[src/rtl/uart_sir_pkg.sv]
package uart_sir_pkg;

    localparam int WORD_W = 32;

    // word indices (byte address >> 2)
    localparam int RS_CTRL = 0;
    localparam int RS_STAT = 1;
    localparam int RS_CLR  = 2;
    localparam int RS_REQ  = 3;
    localparam int RS_RXD  = 4;
    localparam int RS_TXD  = 5;

    // control word bit positions
    localparam int CB_EN       = 0;
    localparam int CB_RXEN     = 1;
    localparam int CB_TXEN     = 2;
    localparam int CB_IE_IDLE  = 4;
    localparam int CB_IE_RXNE  = 5;
    localparam int CB_IE_TC    = 6;
    localparam int CB_IE_TXE   = 7;
    localparam int CB_IE_PAR   = 8;
    localparam int CB_IE_ERR   = 9;
    localparam int CB_OVR_OFF  = 10;
    localparam logic [WORD_W-1:0] CTRL_MASK = 32'h0000_07F7;

    // status word bit positions; the clear word decodes the same positions
    localparam int SB_PAR   = 0;
    localparam int SB_FRM   = 1;
    localparam int SB_OVR   = 3;
    localparam int SB_IDLE  = 4;
    localparam int SB_RXNE  = 5;
    localparam int SB_TC    = 6;
    localparam int SB_TXE   = 7;
    localparam int SB_TXACK = 21;
    localparam int SB_RXACK = 22;
    localparam int SB_GUARD = 25;
    localparam logic [WORD_W-1:0] STAT_MASK = 32'h0260_00FB;
    localparam logic [WORD_W-1:0] STAT_RST  = 32'h0200_00C0;

    // request word
    localparam int QB_RXFLUSH = 0;

    typedef struct packed {
        logic ovr_off;
        logic ie_err;
        logic ie_par;
        logic ie_txe;
        logic ie_tc;
        logic ie_rxne;
        logic ie_idle;
        logic tx_en;
        logic rx_en;
        logic en;
    } ctrl_t;

    typedef struct packed {
        logic rd_rxd;
        logic wr_ctrl;
        logic wr_clr;
        logic wr_req;
        logic wr_txd;
    } acc_t;

    function automatic ctrl_t ctrl_unpack(input logic [WORD_W-1:0] w);
        ctrl_t c;
        c.en      = w[CB_EN];
        c.rx_en   = w[CB_RXEN];
        c.tx_en   = w[CB_TXEN];
        c.ie_idle = w[CB_IE_IDLE];
        c.ie_rxne = w[CB_IE_RXNE];
        c.ie_tc   = w[CB_IE_TC];
        c.ie_txe  = w[CB_IE_TXE];
        c.ie_par  = w[CB_IE_PAR];
        c.ie_err  = w[CB_IE_ERR];
        c.ovr_off = w[CB_OVR_OFF];
        return c;
    endfunction

endpackage

[src/rtl/uart_sir_decode.sv]
module uart_sir_decode
    import uart_sir_pkg::*;
#(
    parameter int ADDR_W = 5,
    localparam int IDX_W = ADDR_W - 2
) (
    input  logic [ADDR_W-1:0] bus_addr,
    input  logic              bus_wen,
    input  logic              bus_ren,
    output logic [IDX_W-1:0]  idx_o,
    output acc_t              acc_o
);
    logic [1:0] unused_lo;
    assign unused_lo = bus_addr[1:0];
    assign idx_o     = bus_addr[ADDR_W-1:2];

    always_comb begin
        acc_o.rd_rxd  = bus_ren & (idx_o == IDX_W'(RS_RXD));
        acc_o.wr_ctrl = bus_wen & (idx_o == IDX_W'(RS_CTRL));
        acc_o.wr_clr  = bus_wen & (idx_o == IDX_W'(RS_CLR));
        acc_o.wr_req  = bus_wen & (idx_o == IDX_W'(RS_REQ));
        acc_o.wr_txd  = bus_wen & (idx_o == IDX_W'(RS_TXD));
    end
endmodule

[src/rtl/uart_sir_flags.sv]
module uart_sir_flags
    import uart_sir_pkg::*;
#(
    parameter int                  W    = WORD_W,
    parameter logic [WORD_W-1:0]   MASK = STAT_MASK,
    parameter logic [WORD_W-1:0]   RSTV = STAT_RST
) (
    input  logic         clk,
    input  logic         rst,
    input  logic [W-1:0] set_i,
    input  logic [W-1:0] clr_i,
    output logic [W-1:0] stat_o
);
    // set wins over clear when both hit one bit in the same cycle
    for (genvar i = 0; i < W; i++) begin : g_bit
        if (MASK[i]) begin : g_ff
            logic q;
            always_ff @(posedge clk) begin
                if (rst) q <= RSTV[i];
                else     q <= (q & ~clr_i[i]) | set_i[i];
            end
            assign stat_o[i] = q;
        end else begin : g_tie
            logic unused_b;
            assign unused_b  = set_i[i] ^ clr_i[i];
            assign stat_o[i] = 1'b0;
        end
    end
endmodule

[src/rtl/uart_sir_irq.sv]
module uart_sir_irq
    import uart_sir_pkg::*;
(
    input  logic [WORD_W-1:0] stat_i,
    input  ctrl_t             ctrl_i,
    output logic              irq_o
);
    logic unused_in;
    assign unused_in = ^{stat_i[WORD_W-1:8], stat_i[2],
                         ctrl_i.en, ctrl_i.rx_en, ctrl_i.tx_en, ctrl_i.ovr_off};

    assign irq_o = (stat_i[SB_TXE]  & ctrl_i.ie_txe)
                 | (stat_i[SB_TC]   & ctrl_i.ie_tc)
                 | (stat_i[SB_RXNE] & ctrl_i.ie_rxne)
                 | (stat_i[SB_IDLE] & ctrl_i.ie_idle)
                 | (stat_i[SB_PAR]  & ctrl_i.ie_par)
                 | (stat_i[SB_FRM]  & ctrl_i.ie_err)
                 | (stat_i[SB_OVR]  & (ctrl_i.ie_rxne | ctrl_i.ie_err));
endmodule

[src/rtl/uart_sir_top.sv]
module uart_sir_top
    import uart_sir_pkg::*;
#(
    parameter int ADDR_W = 5,
    parameter int DATA_W = 9
) (
    input  logic              clk,
    input  logic              rst,
    input  logic [ADDR_W-1:0] bus_addr,
    input  logic              bus_wen,
    input  logic              bus_ren,
    input  logic [31:0]       bus_wdata,
    output logic [31:0]       bus_rdata,
    input  logic              rx_valid,
    input  logic [DATA_W-1:0] rx_data,
    input  logic              ev_parity,
    input  logic              ev_frame,
    input  logic              ev_idle,
    output logic              tx_req,
    output logic [DATA_W-1:0] tx_data,
    input  logic              tx_done,
    output logic              irq
);
    localparam int IDX_W = ADDR_W - 2;
    localparam int PAD_W = WORD_W - DATA_W;

    logic [IDX_W-1:0]  idx;
    acc_t              acc;
    logic [WORD_W-1:0] ctrl_w_q;
    ctrl_t             ctrl;
    logic [WORD_W-1:0] stat;
    logic [WORD_W-1:0] set_vec, clr_vec;
    logic [DATA_W-1:0] rxd_q, txd_q;
    logic              rx_live, rx_ok, rxne_eff, rx_store;

    uart_sir_decode #(.ADDR_W(ADDR_W)) u_dec (
        .bus_addr (bus_addr),
        .bus_wen  (bus_wen),
        .bus_ren  (bus_ren),
        .idx_o    (idx),
        .acc_o    (acc)
    );

    always_ff @(posedge clk) begin
        if (rst)              ctrl_w_q <= '0;
        else if (acc.wr_ctrl) ctrl_w_q <= bus_wdata & CTRL_MASK;
    end
    assign ctrl = ctrl_unpack(ctrl_w_q);

    assign rx_live = ctrl.en & ctrl.rx_en;
    assign rx_ok   = rx_valid & rx_live;

    always_comb begin
        clr_vec = acc.wr_clr ? bus_wdata : '0;
        if (acc.rd_rxd)                           clr_vec[SB_RXNE]  = 1'b1;
        if (acc.wr_req && bus_wdata[QB_RXFLUSH]) clr_vec[SB_RXNE]  = 1'b1;
        if (acc.wr_txd)                           clr_vec[SB_TXE]   = 1'b1;
        if (acc.wr_ctrl) begin
            clr_vec[SB_TXACK] = 1'b1;
            clr_vec[SB_RXACK] = 1'b1;
        end
    end

    // receive-full as it stands after this cycle's read, flush or clear
    assign rxne_eff = stat[SB_RXNE] & ~clr_vec[SB_RXNE];
    assign rx_store = rx_ok & ~(rxne_eff & ~ctrl.ovr_off);

    always_comb begin
        set_vec           = '0;
        set_vec[SB_PAR]   = ev_parity & rx_live;
        set_vec[SB_FRM]   = ev_frame  & rx_live;
        set_vec[SB_IDLE]  = ev_idle   & rx_live;
        set_vec[SB_OVR]   = rx_ok & ~rx_store;
        set_vec[SB_RXNE]  = rx_store;
        set_vec[SB_TC]    = tx_done;
        set_vec[SB_TXE]   = tx_done & ~acc.wr_txd;
        set_vec[SB_TXACK] = acc.wr_ctrl & bus_wdata[CB_TXEN];
        set_vec[SB_RXACK] = acc.wr_ctrl & bus_wdata[CB_RXEN];
    end

    uart_sir_flags u_flags (
        .clk    (clk),
        .rst    (rst),
        .set_i  (set_vec),
        .clr_i  (clr_vec),
        .stat_o (stat)
    );

    always_ff @(posedge clk) begin
        if (rst) begin
            rxd_q <= '0;
            txd_q <= '0;
        end else begin
            if (rx_store)   rxd_q <= rx_data;
            if (acc.wr_txd) txd_q <= bus_wdata[DATA_W-1:0];
        end
    end

    assign tx_req  = ctrl.tx_en & ~stat[SB_TXE];
    assign tx_data = txd_q;

    always_comb begin
        unique case (idx)
            IDX_W'(RS_CTRL): bus_rdata = ctrl_w_q;
            IDX_W'(RS_STAT): bus_rdata = stat;
            IDX_W'(RS_RXD):  bus_rdata = {{PAD_W{1'b0}}, rxd_q};
            IDX_W'(RS_TXD):  bus_rdata = {{PAD_W{1'b0}}, txd_q};
            default:         bus_rdata = '0;
        endcase
    end

    uart_sir_irq u_irq (
        .stat_i (stat),
        .ctrl_i (ctrl),
        .irq_o  (irq)
    );
endmodule

[config.mk]
export PLATFORM = sky130hd
export DESIGN_NAME = uart_sir_top
export DESIGN_NICKNAME = d
export VERILOG_FILES = /design/src/rtl/uart_sir_pkg.sv /design/src/rtl/uart_sir_decode.sv /design/src/rtl/uart_sir_flags.sv /design/src/rtl/uart_sir_irq.sv /design/src/rtl/uart_sir_top.sv
export SDC_FILE = /design/constraint.sdc
export NUM_CORES = 1
export LEC_CHECK = 0
export ABC_AREA = 1
export BUFFER_PORTS_ARGS = -buffer_cell sky130_fd_sc_hd__buf_2
export CAP_MARGIN = 20
export CORE_ASPECT_RATIO = 1.4
export CORE_MARGIN = 2
export CORE_UTILIZATION = 45
export DETAILED_ROUTE_END_ITERATION = 7
export GPL_TIMING_DRIVEN = 1
export PLACE_DENSITY = 0.8
export SLEW_MARGIN = 10
export SYNTH_ARGS = -nofsm -noshare
export SYNTH_HDL_FRONTEND = slang
export SYNTH_HIERARCHICAL = 1
export SYNTH_SLANG_ARGS = --single-unit
[constraint.sdc]
create_clock -name clk -period 1.1 [get_ports clk]
set_input_delay 0.055 -clock clk [delete_from_list [all_inputs] [get_ports clk]]
set_output_delay 0.055 -clock clk [all_outputs]
set_load 0.005 [all_outputs]
# After elaboration in Yosys (flattened, before gate mapping)
# Index checks and enable logic that the tools add are counted.
# Widths: inputs -> output; s select.
# op_classes
eq_ne	5
muxes	6
n_bitwise	65
reduce_logical	2
# op_table
op	n
$pmux 26 s4	1
$and 1x1->1	34
$mux 26	1
$or 1x1->1	16
$not 1->1	15
$eq 3x2->1 const B	2
$eq 3x3->1 const B	2
$eq 3x1->1 const B	1
$logic_not 3->1	1
$mux 1	3
$mux 2	1
$logic_and 1x1->1	1
# totals
ff_bits	38
in_bits	55

# Logic depth before layout (Yosys ltp)
# Gate-level depths: netlist (run 1).
# logic_depth
word_depth	13
ltp_mapped	9
mapped_depth_nobuf	8

# Hierarchy
# The synthesis (run 1) kept the hierarchy.
# by_module_without_submodules
module	n_inst	cells_per_inst	area_each_um2	seq_area_each_um2
uart_sir_top	1	325	1948.1	560.5
uart_sir_flags	1	81	614.3	200.2
uart_sir_decode	1	17	77.6	0.0
uart_sir_irq	1	15	56.3	0.0

# Worst setup path before layout (run 1)
# No wires, ideal clock.
# synth_path
path_kind	register to register
startpoint	register u_flags.g_bit[5].g_ff.q
endpoint	register u_flags.g_bit[5].g_ff.q
setup_time_ns	0.116
t_arrival_ns	1.016
required_time_ns	0.984
setup_slack_ns	-0.032
stages_incl_launch_ff	9
path_buffers	2
cell_sequence	dfxtp_1 > buf_4 > inv_1 > nor2_1 > nand4_1 > buf_6 > and2_2 > inv_1 > a21oi_1
# synth_between
elab_chain_cells	5
# synth_rtl
item	line	source
start: declaration	uart_sir_flags.sv:17	logic q;
start signal: assignment	uart_sir_flags.sv:19	if (rst) q <= RSTV[i];
start signal: assignment	uart_sir_flags.sv:20	else q <= (q & ~clr_i[i]) | set_i[i];
$and 1x1->1	uart_sir_top.sv:65	assign rxne_eff = stat[SB_RXNE] & ~clr_vec[SB_RXNE];
$and 1x1->1	uart_sir_top.sv:66	assign rx_store = rx_ok & ~(rxne_eff & ~ctrl.ovr_off);
$not 1->1	uart_sir_top.sv:66	
$and 1x1->1	uart_sir_top.sv:66	
via rx_store	uart_sir_top.sv:34	logic rx_live, rx_ok, rxne_eff, rx_store;
$or 1x1->1	uart_sir_flags.sv:20	
# The timed path passes the listed nets, and every way through them passes these cells.
# A chain may end at the register's enable or synchronous reset.

# Worst setup path in the final report (run 1)
# layout_path
startpoint	register u_flags.g_bit[0].g_ff.q
endpoint	output irq
# layout_between
elab_chain_cells	4
# layout_rtl
item	line	source
start: declaration	uart_sir_flags.sv:17	
start signal: assignment	uart_sir_flags.sv:19	
start signal: assignment	uart_sir_flags.sv:20	
$and 1x1->1	uart_sir_irq.sv:16	| (stat_i[SB_PAR] & ctrl_i.ie_par)
$or 1x1->1	uart_sir_irq.sv:16	
$or 1x1->1	uart_sir_irq.sv:17	| (stat_i[SB_FRM] & ctrl_i.ie_err)
$or 1x1->1	uart_sir_irq.sv:18	| (stat_i[SB_OVR] & (ctrl_i.ie_rxne | ctrl_i.ie_err));
end: declaration	uart_sir_top.sv:22	output logic irq
# Every way passes these cells.

==> qor.txt, run 1 <==
Netlist Area Pre-Place -> 2527 um^2
Number of clock sinks -> 38
Sum of net half-perimeters after detailed placement -> 4.793 mm
Pin count of the biggest net entering global routing -> 20
Area of all sequential standard cells -> 799.5 um^2
Power Density -> 886.1 nW/um^2
Gate Count Post-Synth -> 393
Crit path capture type -> output pin
Outcome -> finished with violations
Finished layout cell area -> 3259 um^2
Most used cell along the critical path -> sky130_fd_sc_hd__nand2_1
Floorplan die height -> 92.68 um
NumNets Final -> 522
Worst path bufs/invs -> 1
Count of final hold-check violations -> 0
First DRT Iteration DRCs -> 101
Final cell count without fillers -> 536
Fraction of the core area covered by cells at the end of the flow -> 0.5942
Max Slew Vio Count -> 0
Setup crit start kind -> register
Fraction of met3 tracks used by global routing -> 0.03645
Busiest metal layer after global routing -> met2
Met1 layer usage reported by global route -> 0.2361
Least setup slack across all paths after layout -> -0.06730 ns
Critical Path Max Stage Delay -> 0.34 ns
Effective utilization at floorplan -> 0.4608
Worst min-delay path class -> in -> reg
Area after detailed placement -> 2874 um^2
Routed length per instance -> 12.22 um
Mean area per synthesized cell -> 6.431 um^2
Setup TNS after final layout -> -0.2553 ns
Clock skew after layout -> 0.01160 ns
Die boundary width -> 67.34 um
Final Critical Period -> 1.167 ns
DRC viols -> 0
Sequence of cells on the critical path -> nand2_1 > nand2_1 > nor2_2 > nand2_1 > buf_2
Failing checks -> negative setup slack
Clk Tree Root Cell -> sky130_fd_sc_hd__clkbuf_8
Total overflow reported by the global router -> 0
Share of cells above drive strength 1 -> 0.3846
Startpoint-to-endpoint class of the critical path -> reg -> out
I/O pin total -> 98
Latest clock arrival within the worst-skew pair -> 0.30 ns
Number of warnings reported in the yosys synthesis log -> 6
Fmax -> 0.8567 GHz
Final wirelength -> 6.548 mm
Worst Path Max Fanout -> 3
Setup repair after global routing missed its margin -> yes
Count of inserted antenna diode cells -> 0
Leak -> 1.621 nW
Fillers -> 519
Slowest cell on crit path -> sky130_fd_sc_hd__dfxtp_2
Placement row count -> 32
Die area -> 6241 um^2
Via count -> 2,548
Antenna violation net count after detailed routing -> 0
Inst Count DP -> 518
PortBufs -> 59
CTS max path bufs -> 2
First-pass iteration count of the detailed router -> 4
Met2 Track Usage GR -> 0.4002
Largest voltage drop on the vdd net -> 0.7157 mV
CTS HTree Levels -> 2
Antenna violations before repair -> 0
Required time of the critical path -> 1.04 ns
CTS clock-pin slew for the worst setup and hold paths -> 0.08 ns
Final RePlAce weighted congestion -> 0.8814
TritonCTS buffer count -> 5
Final setup fails -> 8
Relative area change from synthesis to final layout -> 28.96%
Area taken by multi-input logic gates -> 1305 um^2
Kind of cell with the highest combined delay on the critical path -> simple AND/OR/NAND/NOR gates
Final critical-path share of the clock period -> 1.061
CTS tree -> yes
Core area -> 5485 um^2
Average via count per standard cell -> 4.754
Total routing usage reported by global routing -> 0.2181
First-pass GRT wire length -> 10.36 mm
Max-cap violations -> 0
Vias in the first global route -> 2,375
Worst endpoint data arrival time -> 1.11 ns
-- final timing paths --
kind / endpoint / cells past startpoint / slack [ns] / startpoint
max reg2reg: u_flags/g_bit[3].g_ff.q / 7 / -0.05 / u_flags/g_bit[5].g_ff.q
min reg2reg: u_flags/g_bit[25].g_ff.q / 2 / 0.45 / u_flags/g_bit[25].g_ff.q
min: ctrl_w_q[4] / 3 / 0.02 / bus_wdata[4]
max: irq / 5 / -0.07 / u_flags/g_bit[0].g_ff.q
-- registers in the layout (all words and copies together), names as in the netlist --
register              count
ctrl_w_q                 10
u_flags/g_bit.g_ff.q     10
rxd_q                     9
tx_data                   9
-- per-layer routing --
layer	up-vias	share of wire
met5	-	0
met4	0	0.040
met3	22	0.061
met2	101	0.52
met1	1123	0.38
li1	1302	-
-- through the flow --
stage / setup slack (ns) / hold slack (ns) / power, W
floorplan: -0.002882 / 0.1241 / 0.001745
global placement: -0.01629 / 0.2809 / 0.001851
detailed placement: -0.06526 / 0.2821 / 0.001860
CTS: -0.08711 / 0.01854 / 0.002866
global route: -0.1587 / 0.01949 / 0.003033
finish: -0.06730 / 0.01648 / 0.002888
-- power by group --
group          switching (W)  internal [W]  leakage, nW
logic               0.000263      0.000193         1.25
registers          0.0000223       0.00140        0.319
clock network       0.000504      0.000506       0.0482
total               0.000789       0.00210         1.62
-- timing repair --
| item | in CTS | in global routing |
|---|---|---|
| hold buffers | 3 | 0 |
| pin swaps | 7 | 13 |
| gates resized for setup | 26 | 47 |
| hold endpoints to repair | 3 | 0 |
| buffers inserted | 2 | 5 |
| setup endpoints to repair | 21 | 24 |
-- tightest hold or removal path, delay by kind of cell --
family        cells  cell delay, ns
simple gates      2            0.12
buf+inv           1            0.10
-- cell usage in the layout (no fill, tap or decap), types with 3 or more instances in the layout --
| master | count |
|---|---|
| sky130_fd_sc_hd__nand2_1 | 46 |
| sky130_fd_sc_hd__buf_12 | 4 |
| sky130_fd_sc_hd__nor2_2 | 8 |
| sky130_fd_sc_hd__buf_4 | 27 |
| sky130_fd_sc_hd__o2111ai_2 | 7 |
| sky130_fd_sc_hd__nand3_2 | 5 |
| sky130_fd_sc_hd__clkbuf_8 | 6 |
| sky130_fd_sc_hd__inv_2 | 10 |
| sky130_fd_sc_hd__conb_1 | 23 |
| sky130_fd_sc_hd__dfxtp_4 | 3 |
| sky130_fd_sc_hd__nand3_1 | 24 |
| sky130_fd_sc_hd__nand4_1 | 9 |
| sky130_fd_sc_hd__dfxtp_1 | 13 |
| sky130_fd_sc_hd__dlygate4sd3_1 | 3 |
| sky130_fd_sc_hd__inv_1 | 72 |
| sky130_fd_sc_hd__a21oi_2 | 9 |
| sky130_fd_sc_hd__buf_2 | 59 |
| sky130_fd_sc_hd__nor2_1 | 58 |
| sky130_fd_sc_hd__nand2_4 | 3 |
| sky130_fd_sc_hd__o21ai_1 | 4 |
| sky130_fd_sc_hd__a21oi_1 | 17 |
| sky130_fd_sc_hd__buf_6 | 5 |
| sky130_fd_sc_hd__o21ai_0 | 18 |
| sky130_fd_sc_hd__dfxtp_2 | 22 |
-- layout make-up --
class | instances | share of cell area
Clock buffer | 7 | 0.02649
Clock inverter | 1 | 0.001536
Inverter | 83 | 0.09635
Multi-Input combinational cell | 241 | 0.4004
Sequential cell | 38 | 0.2453
Tap cell | 68 | 0.02610
Timing Repair Buffer | 98 | 0.2038
Power figures use the tool's default switching activity.
==> inputs of run 2 (changes only) <==
--- a/constraint.sdc
+++ b/constraint.sdc
@@ -3,2 +3,2 @@
 set_output_delay 0.055 -clock clk [all_outputs]
-set_load 0.005 [all_outputs]
+set_load 0.1 [all_outputs]
==> qor.txt, run 2 (synthesis gave the netlist of run 1 again) <==
Antenna violation net count after detailed routing -> 0
Number of clock sinks -> 38
CTS max path bufs -> 2
Effective utilization at floorplan -> 0.4608
Die area -> 6241 um^2
Share of cells above drive strength 1 -> 0.4489
NumNets Final -> 524
Power Density -> 900.7 nW/um^2
Area after detailed placement -> 3491 um^2
Setup crit start kind -> register
Top flop regs -> ctrl_w_q: 10 flops, u_flags/g_bit.g_ff.q: 10 flops
Relative area change from synthesis to final layout -> 57.48%
Antenna violations before repair -> 0
Reported net switching power -> 0.001213 W
Largest voltage drop on the vdd net -> 0.8016 mV
CTS tree -> yes
Finished layout cell area -> 3980 um^2
Least setup slack across all paths after layout -> -0.1865 ns
Crit path capture type -> output pin
First DRT Iteration DRCs -> 158
Reg2Reg Depth -> 7
Slew of the pin with the lowest slew margin -> 1.729 ns
Sequential power share -> 0.394
Proportion of power drawn by combinational gates -> 0.267
Fillers -> 369
Proportion of power drawn by the clock network -> 0.339
Floorplan die height -> 92.68 um
Final setup fails -> 22
Sum of net half-perimeters after detailed placement -> 4.979 mm
Total overflow reported by the global router -> 0
Pin count of the biggest net entering global routing -> 27
First-pass iteration count of the detailed router -> 5
Placement row count -> 32
Total routing usage reported by global routing -> 0.2439
Max_slew headroom -> -0.1566
Worst min-delay path class -> in -> reg
Average via count per standard cell -> 5.028
Count of inserted antenna diode cells -> 0
M1 WL -> 2.615 mm
Final wirelength -> 7.433 mm
Max Slew Vio Count -> 18
Most common cell after layout, fill and taps aside -> sky130_fd_sc_hd__inv_1
Worst hold-check slack -> 0.009920 ns
Met2 layer wire length in the routed design -> 3.739 mm
Worst Path Max Fanout -> 2
I/O pin total -> 98
Final Critical Period -> 1.287 ns
Area of all sequential standard cells -> 832.0 um^2
DRC viols -> 0
Met3 routed wirelength -> 598 um
Setup repair after global routing missed its margin -> yes
Outcome -> finished with violations
CTS HTree Levels -> 2
Highest metal layer used by the detailed router -> met4
Startpoint-to-endpoint class of the critical path -> reg -> out
Number of cells on the worst hold path -> 3
Final RePlAce weighted congestion -> 0.9211
Clk Tree Root Cell -> sky130_fd_sc_hd__clkbuf_8
Area taken by multi-input logic gates -> 1503 um^2
Switching fraction of total power -> 0.3383
CTS clock-pin slew for the worst setup and hold paths -> 0.08 ns
Vias in the first global route -> 2,525
Latest clock arrival within the worst-skew pair -> 0.30 ns
Cell-internal power -> 0.002372 W
Clock skew after layout -> 0.007312 ns
Final critical-path share of the clock period -> 1.170
Commonest cells after routing, fill and taps aside -> sky130_fd_sc_hd__inv_1 (67), sky130_fd_sc_hd__nor2_1 (56), sky130_fd_sc_hd__nand2_1 (47)
Count of final hold-check violations -> 0
Routed length per instance -> 13.82 um
TritonCTS buffer count -> 5
First-pass GRT wire length -> 11.45 mm
Fraction of the core area covered by cells at the end of the flow -> 0.7256
Leak -> 1.751 nW
Max-cap violations -> 0
Via count -> 2,705
Die boundary width -> 67.34 um
Fmax -> 0.7773 GHz
Required time of the critical path -> 1.04 ns
Core area -> 5485 um^2
PortBufs -> 59
Worst endpoint data arrival time -> 1.23 ns
Failing checks -> max-slew violations, negative setup slack
[run 2: cell count changes in the layout (fill, tap and decap cells not counted), sizes merged]
| cell | previous run | this run |
|---|---|---|
| buf | 95 | 96 |
| bufinv | 0 | 1 |
| clkbuf | 7 | 5 |
| clkinv | 1 | 0 |
| clkinvlp | 0 | 2 |
| inv | 83 | 84 |
[run 2: path summary, 6_finish.rpt]
| kind | startpoint | endpoint | slack [ns] |
|---|---|---|---|
| worst max-delay path | u_flags/g_bit[5].g_ff.q | bus_rdata[5] | -0.19 |
| worst min register to register | u_flags/g_bit[25].g_ff.q | u_flags/g_bit[25].g_ff.q | 0.44 |
| worst min-delay path | bus_wdata[8] | ctrl_w_q[8] | 0.01 |
| worst max register to register | u_flags/g_bit[5].g_ff.q | rxd_q[6] | -0.16 |
[run 2: timing repair]
item | CTS | global route
gates resized for setup | 47 | 23
buffers inserted | 11 | 3
hold buffers | 3 | 0
endpoints found under the hold margin | 3 | 0
endpoints found under the setup margin | 27 | 25
pin swaps | 16 | 8
cloned | 1 | 0
[run 2: power by group through the flow]
stage / Sequential (W) / Combinational (W) / Clock [W]
finish: 0.00141 / 0.000957 / 0.00122
CTS: 0.00142 / 0.000933 / 0.00122
global route: 0.00142 / 0.00101 / 0.00125
floorplan: 0.00152 / 0.000576 / 0
global placement: 0.00145 / 0.000875 / 0
detailed placement: 0.00145 / 0.000885 / 0
[run 2: critical path, stage by stage (launching register included)]
cell                        delay (ns)
sky130_fd_sc_hd__dfxtp_2          0.37
sky130_fd_sc_hd__inv_4            0.04
sky130_fd_sc_hd__buf_6            0.11
sky130_fd_sc_hd__o2111ai_4        0.20
sky130_fd_sc_hd__buf_12           0.21
[run 2: per-stage QoR]
step / TNS (ns) / setup slack, ns / instances / total power (W)
after floorplan: -1.594 / -0.4052 / 414 / 0.002100
final: -1.852 / -0.1865 / 538 / 0.003585
after detailed placement: -1.684 / -0.1301 / 513 / 0.002336
after global placement: -1.275 / -0.09481 / 513 / 0.002325
after global routing: -3.031 / -0.2421 / 538 / 0.003684
after CTS: -1.532 / -0.1867 / 535 / 0.003564
[run 2: layout make-up]
class | count | share of cell area
Clock buffer | 5 | 0.01729
Tap cell | 68 | 0.02138
Inverter | 83 | 0.08394
Clock inverter | 3 | 0.01132
Timing Repair inverter | 1 | 0.001572
Sequential cell | 38 | 0.2091
Timing Repair Buffer | 99 | 0.2779
Multi-Input combinational cell | 241 | 0.3776
[run 2: per-layer routing]
layer	up-vias	GRT usage
met1	1207	0.2578
met4	0	0.1514
met5	-	0
li1	1309	-
met3	48	0.03888
met2	141	0.4340
